File: src/rtl/sfo_pkg.sv
// Shared types for the spare rank failover controller.
package sfo_pkg;
    // Channel status as seen at the status port.
    typedef enum logic [2:0] {
        ST_NORMAL  = 3'd0,
        ST_MIGRATE = 3'd1,
        ST_VERIFY  = 3'd2,
        ST_SPARED  = 3'd3,
        ST_NOSPARE = 3'd4
    } sfo_state_e;

    // Copy engine phase.
    typedef enum logic [2:0] {
        PH_IDLE = 3'd0,
        PH_CRD  = 3'd1,
        PH_CWR  = 3'd2,
        PH_VRD  = 3'd3,
        PH_VCMP = 3'd4
    } sfo_phase_e;
endpackage

File: src/rtl/sfo_err_monitor.sv
// Error-rate monitor.
// Counts error reports per working rank inside a repeating window of
// cfg_window cycles and raises trig when a report brings a rank's count to
// cfg_threshold. Assumes cfg_window >= 1. Counters saturate and clear at wrap.
module sfo_err_monitor #(
    parameter int NRANK = 4,
    parameter int CNT_W = 4,
    parameter int WIN_W = 8,
    parameter int RW    = 3
) (
    input  logic             clk,
    input  logic             rst_n,
    input  logic [CNT_W-1:0] cfg_threshold,
    input  logic [WIN_W-1:0] cfg_window,
    input  logic             err_valid,
    input  logic [RW-1:0]    err_rank,
    output logic             trig
);
    logic [WIN_W-1:0] tmr;
    logic             wrap;
    logic [CNT_W-1:0] cnt [NRANK];
    logic [NRANK-1:0] hit_vec;
    logic [NRANK-1:0] reach_vec;

    assign wrap = ({1'b0, tmr} + 1'b1) >= {1'b0, cfg_window};

    // Window timer: counts cycles and restarts at the window end.
    always_ff @(posedge clk) begin
        if (!rst_n)    tmr <= '0;
        else if (wrap) tmr <= '0;
        else           tmr <= tmr + 1'b1;
    end

    for (genvar r = 0; r < NRANK; r++) begin : g_rank
        assign hit_vec[r]   = err_valid && (err_rank == RW'(r));
        assign reach_vec[r] = ({1'b0, cnt[r]} + 1'b1) >= {1'b0, cfg_threshold};

        // Per-rank error counter, cleared at each window end.
        always_ff @(posedge clk) begin
            if (!rst_n)                           cnt[r] <= '0;
            else if (wrap)                        cnt[r] <= '0;
            else if (hit_vec[r] && cnt[r] != '1)  cnt[r] <= cnt[r] + 1'b1;
        end

        a_r3_window_clear: assert property (@(posedge clk) disable iff (!rst_n)
            wrap |=> cnt[r] == '0);
    end

    assign trig = |(hit_vec & reach_vec);

    a_r3_timer_in_window: assert property (@(posedge clk) disable iff (!rst_n)
        (cfg_window != '0) |-> (tmr < cfg_window));
endmodule

File: src/rtl/sfo_copier.sv
// Background copy and verify engine.
// After start, it copies every word of the source rank to the spare, then
// reads both ranks in parallel and compares them. It restarts the copy on a
// mismatch. Memory reads return data one cycle later and ignore writes made
// in the same cycle. A word is re-read if the host mirrored a write to that
// word during its read cycle, or used the spare port in its write cycle.
module sfo_copier
    import sfo_pkg::*;
#(
    parameter int ADDR_W = 4,
    parameter int DATA_W = 8,
    parameter int RW     = 3
) (
    input  logic              clk,
    input  logic              rst_n,
    input  logic              start,
    input  logic [RW-1:0]     src_rank,
    input  logic              mirror_now,
    input  logic [ADDR_W-1:0] mirror_addr,
    input  logic [DATA_W-1:0] a_rd_data,
    input  logic [DATA_W-1:0] b_rd_data,
    output logic              a_rd_valid,
    output logic [RW-1:0]     a_rd_rank,
    output logic [ADDR_W-1:0] a_rd_addr,
    output logic              b_rd_valid,
    output logic [ADDR_W-1:0] b_rd_addr,
    output logic              cp_wr_valid,
    output logic [ADDR_W-1:0] cp_wr_addr,
    output logic [DATA_W-1:0] cp_wr_data,
    output logic              copy_done,
    output logic              vfy_pass,
    output logic              vfy_fail
);
    sfo_phase_e        phase;
    logic [ADDR_W-1:0] addr;
    logic              retry;
    logic              last;
    logic              go_wr;
    logic              mism;

    assign last        = (addr == '1);
    assign go_wr       = (phase == PH_CWR) && !retry && !mirror_now;
    assign mism        = (phase == PH_VCMP) && (a_rd_data != b_rd_data);
    assign a_rd_valid  = (phase == PH_CRD) || (phase == PH_VRD);
    assign a_rd_rank   = src_rank;
    assign a_rd_addr   = addr;
    assign b_rd_valid  = (phase == PH_VRD);
    assign b_rd_addr   = addr;
    assign cp_wr_valid = go_wr;
    assign cp_wr_addr  = addr;
    assign cp_wr_data  = a_rd_data;
    assign copy_done   = go_wr && last;
    assign vfy_fail    = mism;
    assign vfy_pass    = (phase == PH_VCMP) && !mism && last;

    // Phase sequencer and address walker.
    always_ff @(posedge clk) begin
        if (!rst_n) begin
            phase <= PH_IDLE;
            addr  <= '0;
            retry <= 1'b0;
        end else begin
            case (phase)
                PH_IDLE: if (start) begin
                    phase <= PH_CRD;
                    addr  <= '0;
                end
                PH_CRD: begin
                    phase <= PH_CWR;
                    retry <= mirror_now && (mirror_addr == addr);
                end
                PH_CWR: begin
                    if (go_wr) begin
                        addr  <= addr + 1'b1;
                        phase <= last ? PH_VRD : PH_CRD;
                    end else begin
                        phase <= PH_CRD;
                    end
                end
                PH_VRD: phase <= PH_VCMP;
                PH_VCMP: begin
                    if (mism) begin
                        phase <= PH_CRD;
                        addr  <= '0;
                    end else if (last) begin
                        phase <= PH_IDLE;
                    end else begin
                        addr  <= addr + 1'b1;
                        phase <= PH_VRD;
                    end
                end
                default: phase <= PH_IDLE;
            endcase
        end
    end

    // after each committed copy word the engine reads the next address.
    a_r5_addr_advance: assert property (@(posedge clk) disable iff (!rst_n)
        cp_wr_valid |=> a_rd_valid && (a_rd_addr == ($past(cp_wr_addr) + 1'b1)));
    // a failed comparison restarts the copy at address zero.
    a_r6_fail_restarts: assert property (@(posedge clk) disable iff (!rst_n)
        vfy_fail |=> a_rd_valid && !b_rd_valid && (a_rd_addr == '0));
endmodule

File: src/rtl/sfo_write_router.sv
// Host write router.
// It drops writes to the spare ID and remaps the failed ID to the spare ID
// once spared. During migration and verify it flags writes that must also go
// to the spare. Purely combinational.
module sfo_write_router
    import sfo_pkg::*;
#(
    parameter int ADDR_W = 4,
    parameter int DATA_W = 8,
    parameter int RW     = 3,
    parameter int NRANK  = 4
) (
    input  sfo_state_e        state,
    input  logic [RW-1:0]     src_rank,
    input  logic              wr_valid,
    input  logic [RW-1:0]     wr_rank,
    input  logic [ADDR_W-1:0] wr_addr,
    input  logic [DATA_W-1:0] wr_data,
    output logic              m_wr_valid,
    output logic [RW-1:0]     m_wr_rank,
    output logic [ADDR_W-1:0] m_wr_addr,
    output logic [DATA_W-1:0] m_wr_data,
    output logic              mirror
);
    localparam logic [RW-1:0] SPARE_ID = RW'(NRANK);

    logic is_spare;
    logic to_src;
    logic dual;

    // Routing decision for the current host write.
    always_comb begin
        is_spare   = (wr_rank == SPARE_ID);
        to_src     = (wr_rank == src_rank);
        dual       = (state == ST_MIGRATE) || (state == ST_VERIFY);
        m_wr_valid = wr_valid && !is_spare;
        m_wr_rank  = ((state == ST_SPARED) && to_src) ? SPARE_ID : wr_rank;
        m_wr_addr  = wr_addr;
        m_wr_data  = wr_data;
        mirror     = wr_valid && !is_spare && to_src && dual;
    end
endmodule

File: src/rtl/spare_failover_ctrl.sv
// Spare rank failover controller, top level.
// It holds the channel state and the failed-rank remap register, and muxes
// the spare write port between host mirror writes (priority) and the copy
// engine. Assumes the configuration is static outside reset and that the
// spare has rank ID NRANK.
module spare_failover_ctrl
    import sfo_pkg::*;
#(
    parameter int NRANK  = 4,
    parameter int ADDR_W = 4,
    parameter int DATA_W = 8,
    parameter int CNT_W  = 4,
    parameter int WIN_W  = 8,
    localparam int RW    = $clog2(NRANK + 1)
) (
    input  logic              clk,
    input  logic              rst_n,
    input  logic [CNT_W-1:0]  cfg_threshold,
    input  logic [WIN_W-1:0]  cfg_window,
    input  logic [ADDR_W:0]   cfg_spare_words,
    input  logic [ADDR_W:0]   cfg_rank_words,
    input  logic              err_valid,
    input  logic [RW-1:0]     err_rank,
    input  logic              wr_valid,
    input  logic [RW-1:0]     wr_rank,
    input  logic [ADDR_W-1:0] wr_addr,
    input  logic [DATA_W-1:0] wr_data,
    output logic              m_wr_valid,
    output logic [RW-1:0]     m_wr_rank,
    output logic [ADDR_W-1:0] m_wr_addr,
    output logic [DATA_W-1:0] m_wr_data,
    output logic              s_wr_valid,
    output logic [ADDR_W-1:0] s_wr_addr,
    output logic [DATA_W-1:0] s_wr_data,
    output logic              m_rd_valid,
    output logic [RW-1:0]     m_rd_rank,
    output logic [ADDR_W-1:0] m_rd_addr,
    input  logic [DATA_W-1:0] m_rd_data,
    output logic              s_rd_valid,
    output logic [ADDR_W-1:0] s_rd_addr,
    input  logic [DATA_W-1:0] s_rd_data,
    output logic [2:0]        status,
    output logic [RW-1:0]     failed_rank,
    output logic              alarm
);
    localparam logic [RW-1:0] SPARE_ID = RW'(NRANK);

    sfo_state_e        state;
    logic [RW-1:0]     failed_q;
    logic              alarm_q;
    logic              trig;
    logic              spare_ok;
    logic              start;
    logic              mirror;
    logic              cp_wr_valid;
    logic [ADDR_W-1:0] cp_wr_addr;
    logic [DATA_W-1:0] cp_wr_data;
    logic              copy_done;
    logic              vfy_pass;
    logic              vfy_fail;

    assign spare_ok = (cfg_spare_words >= cfg_rank_words);
    assign start    = (state == ST_NORMAL) && trig && spare_ok;

    sfo_err_monitor #(.NRANK(NRANK), .CNT_W(CNT_W), .WIN_W(WIN_W), .RW(RW)) u_mon (
        .clk(clk), .rst_n(rst_n), .cfg_threshold(cfg_threshold),
        .cfg_window(cfg_window), .err_valid(err_valid), .err_rank(err_rank),
        .trig(trig)
    );

    sfo_write_router #(.ADDR_W(ADDR_W), .DATA_W(DATA_W), .RW(RW), .NRANK(NRANK)) u_rt (
        .state(state), .src_rank(failed_q), .wr_valid(wr_valid),
        .wr_rank(wr_rank), .wr_addr(wr_addr), .wr_data(wr_data),
        .m_wr_valid(m_wr_valid), .m_wr_rank(m_wr_rank), .m_wr_addr(m_wr_addr),
        .m_wr_data(m_wr_data), .mirror(mirror)
    );

    sfo_copier #(.ADDR_W(ADDR_W), .DATA_W(DATA_W), .RW(RW)) u_cp (
        .clk(clk), .rst_n(rst_n), .start(start), .src_rank(failed_q),
        .mirror_now(mirror), .mirror_addr(wr_addr),
        .a_rd_data(m_rd_data), .b_rd_data(s_rd_data),
        .a_rd_valid(m_rd_valid), .a_rd_rank(m_rd_rank), .a_rd_addr(m_rd_addr),
        .b_rd_valid(s_rd_valid), .b_rd_addr(s_rd_addr),
        .cp_wr_valid(cp_wr_valid), .cp_wr_addr(cp_wr_addr), .cp_wr_data(cp_wr_data),
        .copy_done(copy_done), .vfy_pass(vfy_pass), .vfy_fail(vfy_fail)
    );

    // Spare write port: host mirror has priority over the copy engine.
    always_comb begin
        s_wr_valid = mirror || cp_wr_valid;
        s_wr_addr  = mirror ? wr_addr : cp_wr_addr;
        s_wr_data  = mirror ? wr_data : cp_wr_data;
    end

    // Channel state, remap register and sticky alarm.
    always_ff @(posedge clk) begin
        if (!rst_n) begin
            state    <= ST_NORMAL;
            failed_q <= '0;
            alarm_q  <= 1'b0;
        end else begin
            case (state)
                ST_NORMAL: if (trig) begin
                    failed_q <= err_rank;
                    state    <= spare_ok ? ST_MIGRATE : ST_NOSPARE;
                end
                ST_MIGRATE: if (copy_done) state <= ST_VERIFY;
                ST_VERIFY: begin
                    if (vfy_pass)      state <= ST_SPARED;
                    else if (vfy_fail) state <= ST_MIGRATE;
                end
                ST_SPARED, ST_NOSPARE: if (trig) alarm_q <= 1'b1;
                default: state <= ST_NORMAL;
            endcase
        end
    end

    assign status      = state;
    assign failed_rank = failed_q;
    assign alarm       = alarm_q;

    a_r2_spare_hidden: assert property (@(posedge clk) disable iff (!rst_n)
        (state != ST_SPARED) |-> !(m_wr_valid && m_wr_rank == SPARE_ID));
    a_r4_dual_write: assert property (@(posedge clk) disable iff (!rst_n)
        (wr_valid && wr_rank == failed_q && (state == ST_MIGRATE || state == ST_VERIFY))
        |-> (s_wr_valid && s_wr_addr == wr_addr && s_wr_data == wr_data));
    a_r6_spared_after_verify: assert property (@(posedge clk) disable iff (!rst_n)
        $rose(state == ST_SPARED) |-> ($past(state) == ST_VERIFY));
    a_r7_failed_silent: assert property (@(posedge clk) disable iff (!rst_n)
        (state == ST_SPARED) |-> !(m_wr_valid && m_wr_rank == failed_q));
    a_r8_no_spare_traffic: assert property (@(posedge clk) disable iff (!rst_n)
        (state == ST_NOSPARE) |-> !s_wr_valid);
    a_r9_spared_sticky: assert property (@(posedge clk) disable iff (!rst_n)
        (state == ST_SPARED) |=> (state == ST_SPARED));
endmodule

File: config.mk
export PLATFORM = sky130hd
export DESIGN_NAME = spare_failover_ctrl
export DESIGN_NICKNAME = d
export VERILOG_FILES = /design/src/rtl/sfo_pkg.sv /design/src/rtl/sfo_err_monitor.sv /design/src/rtl/sfo_copier.sv /design/src/rtl/sfo_write_router.sv /design/src/rtl/spare_failover_ctrl.sv
export SDC_FILE = /design/constraint.sdc
export NUM_CORES = 1
export LEC_CHECK = 0
export BUFFER_PORTS_ARGS = -buffer_cell sky130_fd_sc_hd__buf_4
export CAP_MARGIN = 20
export CORE_UTILIZATION = 46
export DETAILED_ROUTE_END_ITERATION = 7
export PLACE_DENSITY = 0.77
export SETUP_SLACK_MARGIN = 0.15
export SYNTH_ARGS = -nofsm -noshare
export SYNTH_HDL_FRONTEND = slang
export SYNTH_SLANG_ARGS = --single-unit
export TNS_END_PERCENT = 1
File: constraint.sdc
create_clock -name clk -period 2.5 [get_ports clk]
set_clock_uncertainty 0.1 [all_clocks]
set_input_delay 0.375 -clock clk [delete_from_list [all_inputs] [get_ports clk]]
set_output_delay 0.375 -clock clk [all_outputs]
set_load 0.005 [all_outputs]
== Word level (Yosys, flattened, before mapping) ==
Memory sizes are Yosys's and may differ from the RTL's.
Cells that the tools add are included.

* Bitwise operators: 11
* Mux-type cells: 48
* Reductions and logical operators: 39
* $add $sub $neg: 11
* Equal/unequal tests: 26
* $lt $le $gt $ge: 6

{| class="wikitable"
|+ Operators with widths
! kind !! number
|-
| 2-to-1 mux 4 bit || 13
|-
| 2-to-1 mux 3 bit || 9
|-
| logical AND 1 bit || 21
|-
| adder 4 x 1 -> 4 bit (second input constant) || 5
|-
| adder 4 x 1 -> 5 bit (second input constant) || 4
|-
| >= comparator 5 x 4 -> 1 bit || 4
|-
| 2-to-1 mux 1 bit || 20
|-
| == test 3 x 2 -> 1 bit (second input constant) || 6
|-
| inequality test 4 bit (second input constant) || 4
|-
| one-hot mux 3 bit (5 select lines) || 1
|-
| one-hot mux 3 bit (4 select lines) || 1
|-
| one-hot mux 4 bit (3 select lines) || 1
|-
| adder 8 x 1 -> 9 bit (second input constant) || 1
|-
| == test 3 x 1 -> 1 bit (second input constant) || 3
|-
| == test 3 bit (second input constant) || 3
|-
| >= comparator 9 x 8 -> 1 bit || 1
|-
| zero test 3 bit || 3
|-
| adder 8 x 1 -> 8 bit (second input constant) || 1
|-
| 2-to-1 mux 8 bit || 1
|-
| inequality test 2 bit (second input constant) || 4
|-
| inequality test 8 bit || 1
|-
| bitwise OR 1 bit || 8
|-
| AND reduction 4 bit || 2
|-
| >= comparator 5 bit || 1
|-
| other kinds (14) || 23
|}

* Memories kept: 1
* Word-level logic and storage cells: 149
* Flip-flop bits (word level): 23
* RAM bits: 16
* Bits of input ports: 60

{| class="wikitable"
|+ Memories
! memory !! words !! bits a word !! rd ports !! clocked after memory_dff !! write ports !! RTL line !! RTL
|-
| u_mon.cnt || 4 || 4 || 4 || 0 || 4 || sfo_err_monitor.sv:21 || <nowiki>logic [CNT_W-1:0] cnt [NRANK];</nowiki>
|}

== Logic depth before layout (Yosys ltp) ==
* Depth after elaboration: 10
* Gate-level depth with buffers: 11
* Gate-level depth less buffers: 10

== By module ==
A second synthesis with hierarchy kept.

* Cell total of the unflattened synthesis: 379
* Area, all modules: 3423.3 µm²

{| class="wikitable"
|+ By module, submodules not included
! module !! cells an instance !! times used !! area an instance (µm²)
|-
| sfo_err_monitor || 192 || 1 || 1848.0
|-
| sfo_copier || 94 || 1 || 739.5
|-
| spare_failover_ctrl || 68 || 1 || 640.6
|-
| sfo_write_router || 25 || 1 || 195.2
|}

== Least setup slack after synthesis ==
Ideal clock, no wire load.

* Path type: register -> register
* Start point: reg u_mon.tmr[0]
* End point: mem u_mon.cnt[0][0] (enable)
* Path buffers: 1
* Data required time: 2.132 ns
* Stages on the path, launching flop included: 10
* Arrival time: 2.216 ns
* Period minus slack after synthesis: 2.584 ns
* Path slack: -0.084 ns
* Path through: dfxtp_1 ha_1 nand2_1 xnor2_1 ha_1 or4_1 o21ai_1 o21ai_2 buf_2 nand2b_1

{| class="wikitable"
|+ RTL lines
! what !! RTL line !! RTL
|-
| start: declaration || sfo_err_monitor.sv:19 || <nowiki>logic [WIN_W-1:0] tmr;</nowiki>
|-
| start signal: assignment || sfo_err_monitor.sv:31 || <nowiki>else tmr <= tmr + 1'b1;</nowiki>
|-
| end: declaration || sfo_err_monitor.sv:21 ||
|}

==> key figures <==
Clock tree
  – CTS H-tree depth: 2
  – Sink Count: 39
  – Clock root buffer: clkbuf_8
  – CTS Buf Count: 5
  – Clock transition at path regs: approximately 0.08 ns
  – Clk_lat worst skew: between 0.2 and 0.3 ns
  – Bufs on Longest Clock Path: 2
  – TritonCTS clock tree: built

Routing
  – Total wire length: between 8 and 9 mm
  – Routed Antenna Nets: 0
  – DR vias: around 3,000
  – Routed len/inst: around 15 um
  – Pre-antenna DRT Iters: 7
  – Drt via density: around 5.4
  – Residual DRC: 14
  – Initial drt markers: 165

Placed design
  – Placer Congestion: between 0.8 and 0.9
  – Post-DP HPWL: approximately 5.7 mm
  – Setup WS pre-CTS: -0.129 ns
  – Port Buffers: roughly 110

Logic synthesis
  – Synthesis warning total: 0
  – Synth Area in Simple Gates: 0.223
  – Syn Nets: 442
  – Mux share of post-synthesis cell area: 0.0522
  – Top-count cell post-synth: ha_1
  – Post-Synth Adder-Cell Area: 0.139
  – Number of synthesized flops with an enable pin: 16
  – XOR/XNOR Fraction of Synth Area: 0.0831
  – Yosys top cell area share: 0.152
  – Synth unique cells: 54
  – Seq cells post-synth: 39
  – Register area share after synthesis: 0.298
  – Synth Area in Compound Gates: 0.114
  – Synth area leaders: edfxtp_1, dfxtp_1, ha_1
  – Avg Inst Size Synth: slightly above 9 sq um
  – Post-synth top cells: ha_1, inv_1, dfxtp_1, nand2_1, xnor2_1
  – Post-synth top area cell: edfxtp_1
  – Asr flop ratio synth: 0
  – Top FF cell, synth: dfxtp_1
  – Mapped Cells: 347
  – Largest family of logic cells by synthesized area: simple AND/OR/NAND/NOR gates
  – Cell Area, Synth: around 3200 sq um

Timing
  – Slew Limit Fails: 0
  – Setup TNS: -0.656 ns
  – Max-slew headroom: 0.689
  – Period utilisation layout: 1.03
  – Count of final setup violators: 24
  – Measured slew at the worst slew-check pin: about 0.46 ns
  – Hold Fails Final Rpt: 0
  – Hold_ws: between 0.2 and 0.3 ns
  – Fmax achieved: roughly 400 MHz
  – Worst setup margin: -0.0661 ns
  – RSZ-0062 raised after global routing: yes
  – Crit path time final: ~2.6 ns

Setup path
  – Critical path type: flop to flop
  – CP bufs+invs: 2
  – Crit path max-delay family: compound AO/OA/AOI/OAI gates
  – Total stage count of the critical path: 12
  – WP data required: around 2.5 ns
  – Startpoint Class: flop
  – Worst stage delay on the critical path: 0.35 ns
  – Slowest CP cell: dfxtp_2
  – Crit-path cells: buf_6 -> nand2_1 -> nor2_1 -> xnor2_1 -> ha_1 -> and3_4 -> a21oi_2 -> o21ai_2 -> o21ai_4 -> o21ai_4 -> buf_6 -> nor3b_2
  – CP Capture Type: flop
  – R2R depth: 12
  – Worst Path Max Fanout: 5
  – WP data arrival: between 2 and 3 ns

Layout
  – Antenna Diode Count: 0
  – Area Growth Syn to Fin: 45.7%
  – Layout cells sized above 1: 0.492
  – Post-layout nets: 570

Global route
  – Overall routing resource usage: 0.208
  – Vias in the first global route: ~2,800
  – Antenna violations before repair: 0
  – Gr ovfl total: 0
  – First-pass GRT wire length: ~12 mm
  – Largest net degree at the start of global routing: 17

Worst hold path
  – Hold path depth: 3
  – Hold WC Path Type: primary input to flop

Floorplanning
  – Die width: around 85 um
  – DIE HEIGHT: between 80 and 90 um
  – Core Area: 6490 sq um
  – Row Count: 29
  – Die Footprint: just over 7000 sq um
  – Initial Util: 0.487
  – # IOs: ~110

Job
  – Max-cap violations: 0

Pwr
  – Reg power frac: 0.395
  – Cell Pwr Density: approximately 430 nW/um^2
  – Sw power: approximately 0.63 mW
  – Int Pwr: around 1.4 mW
  – Clock share of power: 0.211
  – Power consumption: 1.98 mW
  – Pleak: ~2.1 nW
  – VDD IR max: 269 uV
  – Comb pwr share: 0.394
  – Sw frac: 0.318

Status
  – Failing checks: DRC, setup timing
  – Outcome: finished with violations
[area by class of cell]
| cell class | instances | area [sq um] |
|---|---|---|
| sequential | 39 | 950 |
| tap | 77 | 96.3 |
| timing repair buffer | 146 | 1120 |
| clock inverter | 1 | 5.00 |
| inverter | 28 | 105 |
| multi-input combinational | 255 | 2250 |
| clock buffer | 7 | 76.3 |
| fill | 487 | 1890 |
[through the flow]
step | utilization | cell area (sq um) | std cells
final | 0.709 | 4610 | 553
after global routing | 0.709 | 4610 | 553
after CTS | 0.685 | 4450 | 547
after detailed placement | 0.626 | 4070 | 525
after global placement | 0.626 | 4070 | 525
after floorplan | - | 3210 | 347
[metal layers]
layer  track usage  routed length, um  up-vias
met5             0                  0        -
met4        0.0678                 85        0
met3        0.0506                460        8
met2         0.383               4280      100
met1         0.237               3320     1403
li1              -                  -     1475
[worst reg2reg max path: stages, from the launching register on]
cell	delay, ns
dfxtp_2	0.35
buf_6	0.12
nand2_1	0.05
nor2_1	0.04
xnor2_1	0.29
ha_1	0.34
and3_4	0.18
a21oi_2	0.13
o21ai_2	0.09
o21ai_4	0.24
o21ai_4	0.15
buf_6	0.16
nor3b_2	0.18
[flip-flops by register name, summed over array words and instances, names as in the netlist]
register	cells
status	3
alarm	1
u_cp.phase	3
u_mon.cnt	16
failed_rank	3
u_cp.retry	1
u_cp.a_rd_addr	4
u_mon.tmr	8
[cells in the final DEF, fill, tap and decap left out, types with 3 or more instances in the layout]
cell type	n
nor3_2	8
a21oi_1	11
nand2_1	21
xor2_1	7
o21ai_0	6
dfxtp_1	16
nand3_2	3
nand4_1	4
nand2b_1	4
and3_1	3
and2_1	4
inv_1	28
buf_6	7
clkbuf_8	5
nand3_1	15
nand2b_4	4
ha_1	28
nor2b_1	9
dfxtp_2	7
nor2_1	17
a31oi_1	4
nor3b_2	9
o21ai_1	3
buf_4	139
ha_2	6
mux2i_1	3
o21ai_4	3
mux2_2	12
xnor2_1	20
edfxtp_1	16
[cells by family (layout without fill, tap and decap cells)]
group           after synthesis  in the layout
mux                          15             15
simple gates                126            126
fa+ha+maj                    35             35
xor+xnor                     30             30
buf+inv                      54            182
flops                        39             39
compound gates               48             49
[path summary, 6_finish.rpt]
path,from,endpoint,slack [ns]
max,u_mon.tmr[0],u_mon.cnt[0][2],-0.07
min,err_rank[1],failed_rank[1],0.26
max reg2reg,u_mon.tmr[0],u_mon.cnt[0][2],-0.07
min reg2reg,alarm,alarm,0.39
[power groups by stage]
stage | clock (mW) | combinational [mW] | sequential, mW
after floorplan | 0 | 0.358 | 0.784
after global placement | 0 | 0.598 | 0.778
after detailed placement | 0 | 0.622 | 0.783
after CTS | 0.417 | 0.716 | 0.776
after global routing | 0.449 | 0.862 | 0.791
final | 0.419 | 0.782 | 0.784
[what timing repair did]
action | CTS | global route
endpoints found under the hold margin | 0 | 0
hold buffers | 0 | 0
resized for setup | 43 | 23
cloned | 1 | 0
setup buffers | 13 | 6
pin swaps | 19 | 20
endpoints found under the setup margin | 45 | 63
No activity file was read; power rests on OpenSTA's default activity.
